[src/rtl/pmc_pkg.sv]
package pmc_pkg;

    localparam int DATA_W      = 32;
    localparam int NCH         = 2;
    localparam int SEL_FIELD_W = 11;
    localparam int SEL_CODE_W  = 10;

    // control register bit positions
    localparam int CTL_EN_BIT    = 0;
    localparam int CTL_MODE_BIT  = 1;
    localparam int CTL_START_BIT = 3;
    localparam int CTL_SEL_LSB   = 6;

    // word indices
    localparam int WA_CTL0 = 0;
    localparam int WA_STAT = 2;
    localparam int WA_CNT0 = 4;

    // event vector positions
    localparam int EV_INSTR   = 0;
    localparam int EV_BRANCH  = 1;
    localparam int EV_IC_ACC  = 2;
    localparam int EV_IC_MISS = 3;
    localparam int EV_OC_RACC = 4;
    localparam int EV_OC_RMIS = 5;
    localparam int EV_COUNT   = 6;

    // event-select codes (low 10 bits)
    localparam logic [SEL_CODE_W-1:0] SEL_CYCLES  = 10'h000;
    localparam logic [SEL_CODE_W-1:0] SEL_PRIV    = 10'h200;
    localparam logic [SEL_CODE_W-1:0] SEL_INSTR   = 10'h202;
    localparam logic [SEL_CODE_W-1:0] SEL_BRANCH  = 10'h204;
    localparam logic [SEL_CODE_W-1:0] SEL_IC_ACC  = 10'h029;
    localparam logic [SEL_CODE_W-1:0] SEL_IC_MISS = 10'h02a;
    localparam logic [SEL_CODE_W-1:0] SEL_OC_RACC = 10'h031;
    localparam logic [SEL_CODE_W-1:0] SEL_OC_RMIS = 10'h032;

    typedef enum logic [1:0] {
        CH_IDLE     = 2'd0,
        CH_ARMED    = 2'd1,
        CH_COUNTING = 2'd2
    } ch_state_e;

    typedef struct packed {
        logic [SEL_FIELD_W-1:0] sel;
        logic                   start;
        logic                   mode;
        logic                   en;
    } ctl_t;

    function automatic int clr_bit(input int ch);
        return ch * 8 + 1;
    endfunction

    function automatic int ovf_bit(input int ch);
        return ch * 8 + 3;
    endfunction

endpackage

[src/rtl/pmc_evt_sel.sv]
module pmc_evt_sel
    import pmc_pkg::*;
#(
    parameter int NUM_EV = EV_COUNT
) (
    input  logic [SEL_CODE_W-1:0] code_i,
    input  logic [NUM_EV-1:0]     evt_i,
    input  logic                  priv_i,
    output logic                  hit_o
);

    always_comb begin
        case (code_i)
            SEL_CYCLES:  hit_o = 1'b1;
            SEL_PRIV:    hit_o = priv_i;
            SEL_INSTR:   hit_o = evt_i[EV_INSTR];
            SEL_BRANCH:  hit_o = evt_i[EV_BRANCH];
            SEL_IC_ACC:  hit_o = evt_i[EV_IC_ACC];
            SEL_IC_MISS: hit_o = evt_i[EV_IC_MISS];
            SEL_OC_RACC: hit_o = evt_i[EV_OC_RACC];
            SEL_OC_RMIS: hit_o = evt_i[EV_OC_RMIS];
            default:     hit_o = 1'b0;
        endcase
    end

endmodule

[src/rtl/pmc_chan.sv]
module pmc_chan
    import pmc_pkg::*;
#(
    parameter int CNT_W = 32
) (
    input  logic             clk,
    input  logic             rst_n,
    input  logic             ctl_we_i,
    input  ctl_t             ctl_wr_i,
    input  logic             clr_i,
    input  logic             hit_i,
    output ctl_t             ctl_o,
    output logic [CNT_W-1:0] cnt_o,
    output logic             ovf_o,
    output logic             counting_o
);

    localparam logic [CNT_W-1:0] CNT_MAX = {CNT_W{1'b1}};

    ch_state_e state_q, state_d;
    logic      cfg_ok;

    assign cfg_ok = ctl_wr_i.mode & ctl_wr_i.en;

    // state register
    always_ff @(posedge clk or negedge rst_n) begin
        if (!rst_n) state_q <= CH_IDLE;
        else        state_q <= state_d;
    end

    // next state
    always_comb begin
        state_d = state_q;
        unique case (state_q)
            CH_IDLE: begin
                if (ctl_we_i && ctl_wr_i.start) state_d = CH_COUNTING;
                else if (ctl_we_i && cfg_ok)    state_d = CH_ARMED;
            end
            CH_ARMED: begin
                if (ctl_we_i && ctl_wr_i.start) state_d = CH_COUNTING;
                else if (ctl_we_i && !cfg_ok)   state_d = CH_IDLE;
            end
            CH_COUNTING: begin
                if (ctl_we_i && !ctl_wr_i.start) state_d = cfg_ok ? CH_ARMED : CH_IDLE;
            end
            default: state_d = CH_IDLE;
        endcase
    end

    // outputs
    always_comb begin
        unique case (state_q)
            CH_COUNTING: counting_o = 1'b1;
            default:     counting_o = 1'b0;
        endcase
    end

    always_ff @(posedge clk or negedge rst_n) begin
        if (!rst_n)        ctl_o <= '0;
        else if (ctl_we_i) ctl_o <= ctl_wr_i;
    end

    always_ff @(posedge clk or negedge rst_n) begin
        if (!rst_n) begin
            cnt_o <= '0;
            ovf_o <= 1'b0;
        end else if (clr_i) begin
            cnt_o <= '0;
            ovf_o <= 1'b0;
        end else if (counting_o && hit_i) begin
            cnt_o <= cnt_o + 1'b1;
            if (cnt_o == CNT_MAX) ovf_o <= 1'b1;
        end
    end

endmodule

[src/rtl/pmc_top.sv]
module pmc_top
    import pmc_pkg::*;
#(
    parameter int CNT_W  = 32,
    parameter int ADDR_W = 3,
    parameter int NUM_EV = EV_COUNT
) (
    input  logic              clk,
    input  logic              rst_n,
    input  logic [NUM_EV-1:0] evt_i,
    input  logic              priv_i,
    input  logic              wr_en_i,
    input  logic [ADDR_W-1:0] wr_addr_i,
    input  logic [DATA_W-1:0] wr_data_i,
    input  logic [ADDR_W-1:0] rd_addr_i,
    output logic [DATA_W-1:0] rd_data_o
);

    ctl_t                       ctl_wr;
    ctl_t       [NCH-1:0]       ctl_q;
    logic       [NCH-1:0][CNT_W-1:0] cnt_q;
    logic       [NCH-1:0]       ovf_q;
    logic       [NCH-1:0]       counting;
    logic       [NCH-1:0]       hit;
    logic       [NCH-1:0]       clr;
    logic       [NCH-1:0]       ctl_we;
    logic                       unused_wr_bits;

    assign ctl_wr.sel   = wr_data_i[CTL_SEL_LSB +: SEL_FIELD_W];
    assign ctl_wr.start = wr_data_i[CTL_START_BIT];
    assign ctl_wr.mode  = wr_data_i[CTL_MODE_BIT];
    assign ctl_wr.en    = wr_data_i[CTL_EN_BIT];
    assign unused_wr_bits = ^{wr_data_i[DATA_W-1:CTL_SEL_LSB+SEL_FIELD_W], wr_data_i[5:4], wr_data_i[2]};

    for (genvar ch = 0; ch < NCH; ch++) begin : g_ch
        assign ctl_we[ch] = wr_en_i && (wr_addr_i == ADDR_W'(WA_CTL0 + ch));
        assign clr[ch]    = wr_en_i && (wr_addr_i == ADDR_W'(WA_STAT)) && wr_data_i[clr_bit(ch)];

        pmc_evt_sel #(.NUM_EV(NUM_EV)) u_sel (
            .code_i (ctl_q[ch].sel[SEL_CODE_W-1:0]),
            .evt_i  (evt_i),
            .priv_i (priv_i),
            .hit_o  (hit[ch])
        );

        pmc_chan #(.CNT_W(CNT_W)) u_chan (
            .clk        (clk),
            .rst_n      (rst_n),
            .ctl_we_i   (ctl_we[ch]),
            .ctl_wr_i   (ctl_wr),
            .clr_i      (clr[ch]),
            .hit_i      (hit[ch]),
            .ctl_o      (ctl_q[ch]),
            .cnt_o      (cnt_q[ch]),
            .ovf_o      (ovf_q[ch]),
            .counting_o (counting[ch])
        );
    end

    always_comb begin
        rd_data_o = '0;
        for (int ch = 0; ch < NCH; ch++) begin
            if (rd_addr_i == ADDR_W'(WA_CTL0 + ch)) begin
                rd_data_o[CTL_SEL_LSB +: SEL_FIELD_W] = ctl_q[ch].sel;
                rd_data_o[CTL_START_BIT]              = ctl_q[ch].start;
                rd_data_o[CTL_MODE_BIT]               = ctl_q[ch].mode;
                rd_data_o[CTL_EN_BIT]                 = ctl_q[ch].en;
            end
            if (rd_addr_i == ADDR_W'(WA_CNT0 + ch))
                rd_data_o = DATA_W'(cnt_q[ch]);
            if (rd_addr_i == ADDR_W'(WA_STAT))
                rd_data_o[ovf_bit(ch)] = ovf_q[ch];
        end
    end

endmodule

[config.mk]
export PLATFORM = sky130hd
export DESIGN_NAME = pmc_top
export DESIGN_NICKNAME = d
export VERILOG_FILES = /design/src/rtl/pmc_pkg.sv /design/src/rtl/pmc_evt_sel.sv /design/src/rtl/pmc_chan.sv /design/src/rtl/pmc_top.sv
export SDC_FILE = /design/constraint.sdc
export NUM_CORES = 1
export LEC_CHECK = 0
export ABC_CLOCK_PERIOD_IN_PS = 2900
export BUFFER_PORTS_ARGS = -buffer_cell sky130_fd_sc_hd__buf_2
export CELL_PAD_IN_SITES_DETAIL_PLACEMENT = 0
export CELL_PAD_IN_SITES_GLOBAL_PLACEMENT = 2
export CORE_MARGIN = 2
export CORE_UTILIZATION = 32
export DETAILED_ROUTE_END_ITERATION = 7
export PLACE_DENSITY = 0.81
export SETUP_SLACK_MARGIN = 0.4
export SYNTH_ARGS = -nofsm -noshare
export SYNTH_HDL_FRONTEND = slang
export SYNTH_SLANG_ARGS = --single-unit
[constraint.sdc]
create_clock -name clk -period 2.9 [get_ports clk]
set_input_delay 0.145 -clock clk [delete_from_list [all_inputs] [get_ports clk]]
set_output_delay 0.145 -clock clk [all_outputs]
set_load 0.05 [all_outputs]
==> flow_summary.toml, run 1 <==
[floorplanning]
die_h_um = 137
io_pins = 80
initial_core_util_pct = 32.6
row_count = 48
core_um2 = 17300
die_width_um = 137
dieArea_um2 = 18700

[job]
cap_violations = 0

[global_route]
grt_usage_pct = 18.3
antenna_found_initial = 0
grt_pass1_vias = 4883
grt_first_pass_wirelength_mm = 26.5
gr-total-overflow = 0
grt_max_degree = 66

[critical_path]
path_max_fanout = 19
critical_path_class = "flip-flop to flip-flop"
cp.arrival_ps = 2620
crit_path_start_kind = "flip-flop"
crit_required_ps = 3170
worst_setup_path_end_kind = "flip-flop"

[timing]
post-route-period-util_pct = 80.9
fin_tns_setup_ps = 0
max_freq_mhz = 426
rsz0062_at_grt = "no"
fin_ws_ps = 555
slew_viol_final = 0
finClkSkew_ps = 6.77
hold_violations = 0
relSlewSlack_pct = 43.2
worstMarginPinSlew_ps = 851
fin_crit_ps = 2350
setup_viol = 0

[synth]
yosys-top-cells-count = "dfrtp_1, a21oi_1, nand2_1"
synth-xor-area-share_pct = 0.776
synth_edf_count = 0
yosysUniqueCellTypes = 58
synth_most_common_cell = "dfrtp_1"
synthTopCellsByArea = "dfrtp_1, mux2_2, a21oi_1"
synth_compound_area_share_pct = 22.1
synth_mux_area_share_pct = 7.22
synth_cells = 590
synth_top_area_share_pct = 43.4
seq_area_frac_synth_pct = 43.4
async_flop_share_pct = 100
synthSimpleGateAreaFrac_pct = 21.8
syn-num-nets = 640
synthAdderAreaFrac_pct = 0.443
synth_top_family_by_area = "compound AO/OA/AOI/OAI gates"
postSynthAreaPerCell_um2 = 9.57
synth_top_area_cell = "dfrtp_1"
yosysWarnings = 0
syn_area_um2 = 5650
ys.flop_type = "dfrtp_1"
synth-seq-cells = 98

[finish]
area_growth_pct = 16.5
fin_nets = 686
num_antenna_cells = 0
layout-drive-gt1-share_pct = 21.4

[power_and_ir_drop]
peakVddDrop_uv = 290
leakagePower_uw = 0.00268
finalPower_uw = 3520
powerDensity_nw_per_um2 = 535

[worst_hold_path]
hold_class = "input port to flip-flop"

[clock_tree]
root_buffer = "clkbuf_16"
numCtsBuffers = 9
clkTransAtPathRegs_ps = 70
clockBufferDepth = 2
cts_tree = "built"
htreeDepth = 3
clk_latency_ps = 350
cts.sinks = 98
cts_setup_buffers = 0

[route]
via_per_inst = 5.79
ant_nets = 0
first_iter_violations = 407
routed_wl_mm = 16.4
routed-via-count = 5013
first_pass_iters = 5
wl_per_cell_um = 18.9
post-route-drc-count = 0

[place]
io_buffers = 61
pre_cts_slack_ps = 560
place_congestion = 0.800
place_hpwl_mm = 11.7

[status]
status = "finished, final reports clean"
-- area by class of cell --
| type | instances | area (µm²) |
|---|---|---|
| clock buffers | 12 | 246 |
| multi-input cells | 435 | 2990 |
| repair buffers | 77 | 455 |
| well taps | 225 | 282 |
| flip-flops and latches | 98 | 2450 |
| inverters | 15 | 56.3 |
| fillers | 1759 | 10700 |
| clock inverters | 4 | 98.8 |
-- critical path: stages, from the launching register on --
cell	delay (ps)
dfrtp_1	470
nand3b_1	200
a211o_1	300
a21oi_4	270
o211ai_2	360
or4_1	500
a21oi_1	160
-- routing by layer --
layer	global-route usage (%)	wire length (µm)
met1	25.6	7670
met2	29.5	7980
met3	2.15	569
met4	6.01	161
met5	0	0
-- cells in the final DEF (no fill, tap or decap), types with 4 or more instances in the layout --
cell	count
dfrtp_1	98
a21oi_1	60
buf_2	60
nand2_1	43
o31ai_1	38
or4_1	37
mux2_2	28
a22oi_1	26
or3_1	22
nand3_1	21
o21ai_0	21
a22o_1	18
nor2_1	17
inv_1	15
nand4_1	14
buf_4	14
clkbuf_16	9
nor3_1	8
and3_1	7
mux2i_1	7
o21a_1	5
nand3b_1	5
o21ai_1	4
xor2_1	4
-- report_power, final --
part | switching, µW | internal, µW | total [µW]
sequential | 152 | 1490 | 1640
combinational | 280 | 197 | 477
clock | 536 | 870 | 1410
total | 968 | 2550 | 3520
-- state kept, by name (all words and copies together), names as in the netlist --
signal	count
g_ch.u_chan.cnt_o	64
g_ch.u_chan.ctl_o	28
g_ch.u_chan.ovf_o	2
g_ch.u_chan.state_q	4
-- what timing repair did --
item / in CTS / in global routing
endpoints found under the hold margin: 61 / 0
hold buffers: 1 / 0
gates resized for setup: 0 / 1
endpoints found under the setup margin: 0 / 2
-- cell families (layout without fill, tap and decap cells) --
group,Yosys count,after routing
and+or+nand+nor,206,206
AOI/OAI and AO/OA,186,186
DFF,98,98
buffers and inverters,57,108
muxes,36,36
xor gates and xnor gates,5,5
adders and majority gates,2,2
-- path summary, 6_finish.rpt --
kind | endpoint | slack (ps) | cells after the start | startpoint
setup / recovery | g_ch[0].u_chan.cnt_o[29] | 550 | 6 | g_ch[0].u_chan.ctl_o[4]
hold / removal | g_ch[0].u_chan.ctl_o[4] | 50 | 2 | wr_data_i[7]
setup reg to reg | g_ch[0].u_chan.cnt_o[29] | 550 | 6 | g_ch[0].u_chan.ctl_o[4]
hold reg to reg | g_ch[0].u_chan.state_q[1] | 490 | 1 | g_ch[0].u_chan.state_q[1]
max in group asynchronous | g_ch[0].u_chan.cnt_o[21] | 1750 | 3 | rst_n
min in group asynchronous | g_ch[1].u_chan.ctl_o[3] | 450 | 2 | rst_n
-- through the flow --
| step | hold slack (ps) | utilization [%] | cell area, µm² | instances |
|---|---|---|---|---|
| final | 47.6 | 38.0 | 6580 | 866 |
| after global placement | 287 | 35.9 | 6220 | 849 |
| after floorplan | -151 | - | 5650 | 590 |
| after global routing | 43.1 | 38.0 | 6580 | 866 |
| after detailed placement | 296 | 35.9 | 6220 | 849 |
| after CTS | 33.3 | 38.0 | 6570 | 866 |
No activity file was read; power rests on OpenSTA's default activity.
==> run 2, diff against run 1 <==
--- a/config.mk
+++ b/config.mk
@@ -5,7 +5,7 @@
 export SDC_FILE = /design/constraint.sdc
 export NUM_CORES = 1
 export LEC_CHECK = 0
-export ABC_CLOCK_PERIOD_IN_PS = 2900
+export ABC_CLOCK_PERIOD_IN_PS = 2210
 export BUFFER_PORTS_ARGS = -buffer_cell sky130_fd_sc_hd__buf_2
 export CELL_PAD_IN_SITES_DETAIL_PLACEMENT = 0
 export CELL_PAD_IN_SITES_GLOBAL_PLACEMENT = 2
==> constraint.sdc (replaced) <==
create_clock -name clk -period 2.21 [get_ports clk]
set_input_delay 0.1105 -clock clk [delete_from_list [all_inputs] [get_ports clk]]
set_output_delay 0.1105 -clock clk [all_outputs]
set_load 0.05 [all_outputs]
==> run 2 against run 1 <==
Against the previous run: the run now ends with setup timing left; combinational power up 100%; fmax up 4.3%; global-route usage up 2.7 points; clock skew up 1.5 ps; non-clock buffer count up 105; sequential power up 30%; count of clock-buffer cells in the layout down 2; die area unchanged; sequential cell count unchanged; setup slack worse by 590 ps; wire length up 19%.
==> flow_summary.toml, run 2 (synthesis results as in run 1) <==
[timing]
rsz0062_at_grt = "yes"
fin_crit_ps = 2250
slew_viol_final = 0
relSlewSlack_pct = 63.8
setup_viol = 13
max_freq_mhz = 445
fin_tns_setup_ps = -284
fin_ws_ps = -38.5
hold_violations = 0
finClkSkew_ps = 8.27
post-route-period-util_pct = 102
worstMarginPinSlew_ps = 544

[critical_path]
worst_setup_path_end_kind = "flip-flop"
crit_path_start_kind = "flip-flop"
r2r_cells = 8
crit_required_ps = 2490
r2r_slack_ps = -40
critical_path_class = "flip-flop to flip-flop"
reg2reg_to = "g_ch[0].u_chan.cnt_o[26]"
cp.arrival_ps = 2530
reg2reg_from = "g_ch[0].u_chan.ctl_o[4]"
path_max_fanout = 8

[power_and_ir_drop]
switchingPower_uw = 1380
powerDensity_nw_per_um2 = 594
switching_share_pct = 28.3
p_clk_share_pct = 37.0
seqPwrFrac_pct = 43.5
p_comb_share_pct = 19.5
p_int_uw = 3510
peakVddDrop_uv = 535
leakagePower_uw = 0.00347
finalPower_uw = 4890

[clock_tree]
clk_latency_ps = 360
cts.sinks = 98
numCtsBuffers = 9
cts_tree = "built"
root_buffer = "clkbuf_16"
htreeDepth = 3
clkTransAtPathRegs_ps = 70
clockBufferDepth = 2

[global_route]
grt_max_degree = 41
busiest_layer = "met2"
grt_first_pass_wirelength_mm = 30.0
antenna_found_initial = 0
grt_pass1_vias = 5481
grt_usage_pct = 21.0
use_met2_pct = 34.2
met3_usage_pct = 5.30
met1_usage_pct = 28.2
gr-total-overflow = 0

[floorplanning]
initial_core_util_pct = 32.6
row_count = 48
io_pins = 80
core_um2 = 17300
die_width_um = 137
die_h_um = 137
dieArea_um2 = 18700

[route]
wl_per_cell_um = 20.0
first_pass_iters = 7
routed-via-count = 5552
ant_nets = 0
post-route-drc-count = 0
first_iter_violations = 288
via_per_inst = 5.72
routed_wl_mm = 19.5

[finish]
design_area_um2 = 8240
largestRegisters = "g_ch.u_chan.cnt_o x64, g_ch.u_chan.ctl_o x28, g_ch.u_chan.state_q x4"
n_fill_cell = 1618
layout-drive-gt1-share_pct = 43.0
final_cell_mix = "dfrtp_1, buf_4, buf_2, nand2_1, a21oi_1"
multi_input_area_um2 = 3440
regMostFlops = "g_ch.u_chan.cnt_o"
area_growth_pct = 45.9
final_common_cell = "dfrtp_1"
num_antenna_cells = 0
seq_area_um2 = 2460
largest_reg_flops = 64
fin_nets = 792

[worst_hold_path]
min_to = "g_ch[0].u_chan.ctl_o[5]"
min_from = "wr_data_i[8]"
min_path_cells = 2
hold_class = "input port to flip-flop"

[status]
violations = "setup timing"
status = "complete, but fails checks"

[place]
place_hpwl_mm = 12.3
place_area_um2 = 6610
place_congestion = 0.874
io_buffers = 61

[job]
cap_violations = 0
==> run 2: cell count changes in the layout (fill, tap and decap cells not counted), sizes merged <==
cell,delta
buf,+99
dlygate4sd3,+4
clkinv,+1
o21ai,+1
==> run 2: final cells by class <==
class,count,share of cell area (%)
Clock buffer,10,2.78
Clock inverter,5,1.26
Inverter,15,0.684
Multi-Input combinational cell,436,41.8
Sequential cell,98,29.8
Tap cell,225,3.42
Timing Repair Buffer,182,20.2
==> run 2: worst max-delay path by stage <==
stage,start,endpoint,slack [ps],depth (start not counted)
after global placement,g_ch[0].u_chan.ctl_o[4],g_ch[0].u_chan.cnt_o[1],30,7
after CTS,g_ch[0].u_chan.ctl_o[4],g_ch[0].u_chan.cnt_o[29],20,7
after global routing,g_ch[0].u_chan.ctl_o[7],g_ch[0].u_chan.cnt_o[26],-130,8
after detailed placement,g_ch[0].u_chan.ctl_o[4],g_ch[0].u_chan.cnt_o[1],-20,7
after floorplan,g_ch[0].u_chan.ctl_o[7],g_ch[0].u_chan.cnt_o[10],130,8
final,g_ch[0].u_chan.ctl_o[4],g_ch[0].u_chan.cnt_o[26],-40,8
==> run 2: critical path: stages, from the launching register on <==
cell and delay (ps):
dfrtp_2 470, nand3b_1 180, a211o_1 340, a21oi_4 260, buf_12 150, o211ai_4 130, buf_6 190, or3_4 330
a21oi_2 130
==> run 2: stage by stage <==
step / cells / hold WS (ps) / util (%) / setup WS (ps)
after floorplan: 590 / -185 / - / 135
after detailed placement: 895 / 114 / 38.2 / -19.5
final: 971 / 9.14 / 47.6 / -38.5
after global placement: 895 / 101 / 38.2 / 30.7
after CTS: 957 / 0.712 / 44.5 / 18.5
after global routing: 971 / 3.09 / 47.6 / -127
==> run 2: repair_timing <==
item	CTS	global route
cloned	8	2
pin swaps	35	53
setup endpoints to repair	67	67
endpoints found under the hold margin	38	0
gates resized for setup	48	94
hold buffers	5	0
setup buffers	34	12
==> run 2: routing by layer <==
layer	vias up	routed length [µm]	part of all wire, %
li1	2585	-	-
met1	2809	8640	44
met2	132	9460	49
met3	26	1090	5.6
met4	0	269	1.4
met5	-	0	0
==> run 2: power by group through the flow <==
stage          clock network, µW  logic, µW  registers (µW)
3_3_place_gp                   0        733            2150
5_1_grt                     1920       1030            2150
2_1_floorplan                  0        473            2100
6_report                    1810        953            2130
3_5_place_dp                   0        753            2160
4_1_cts                     1840        880            2130
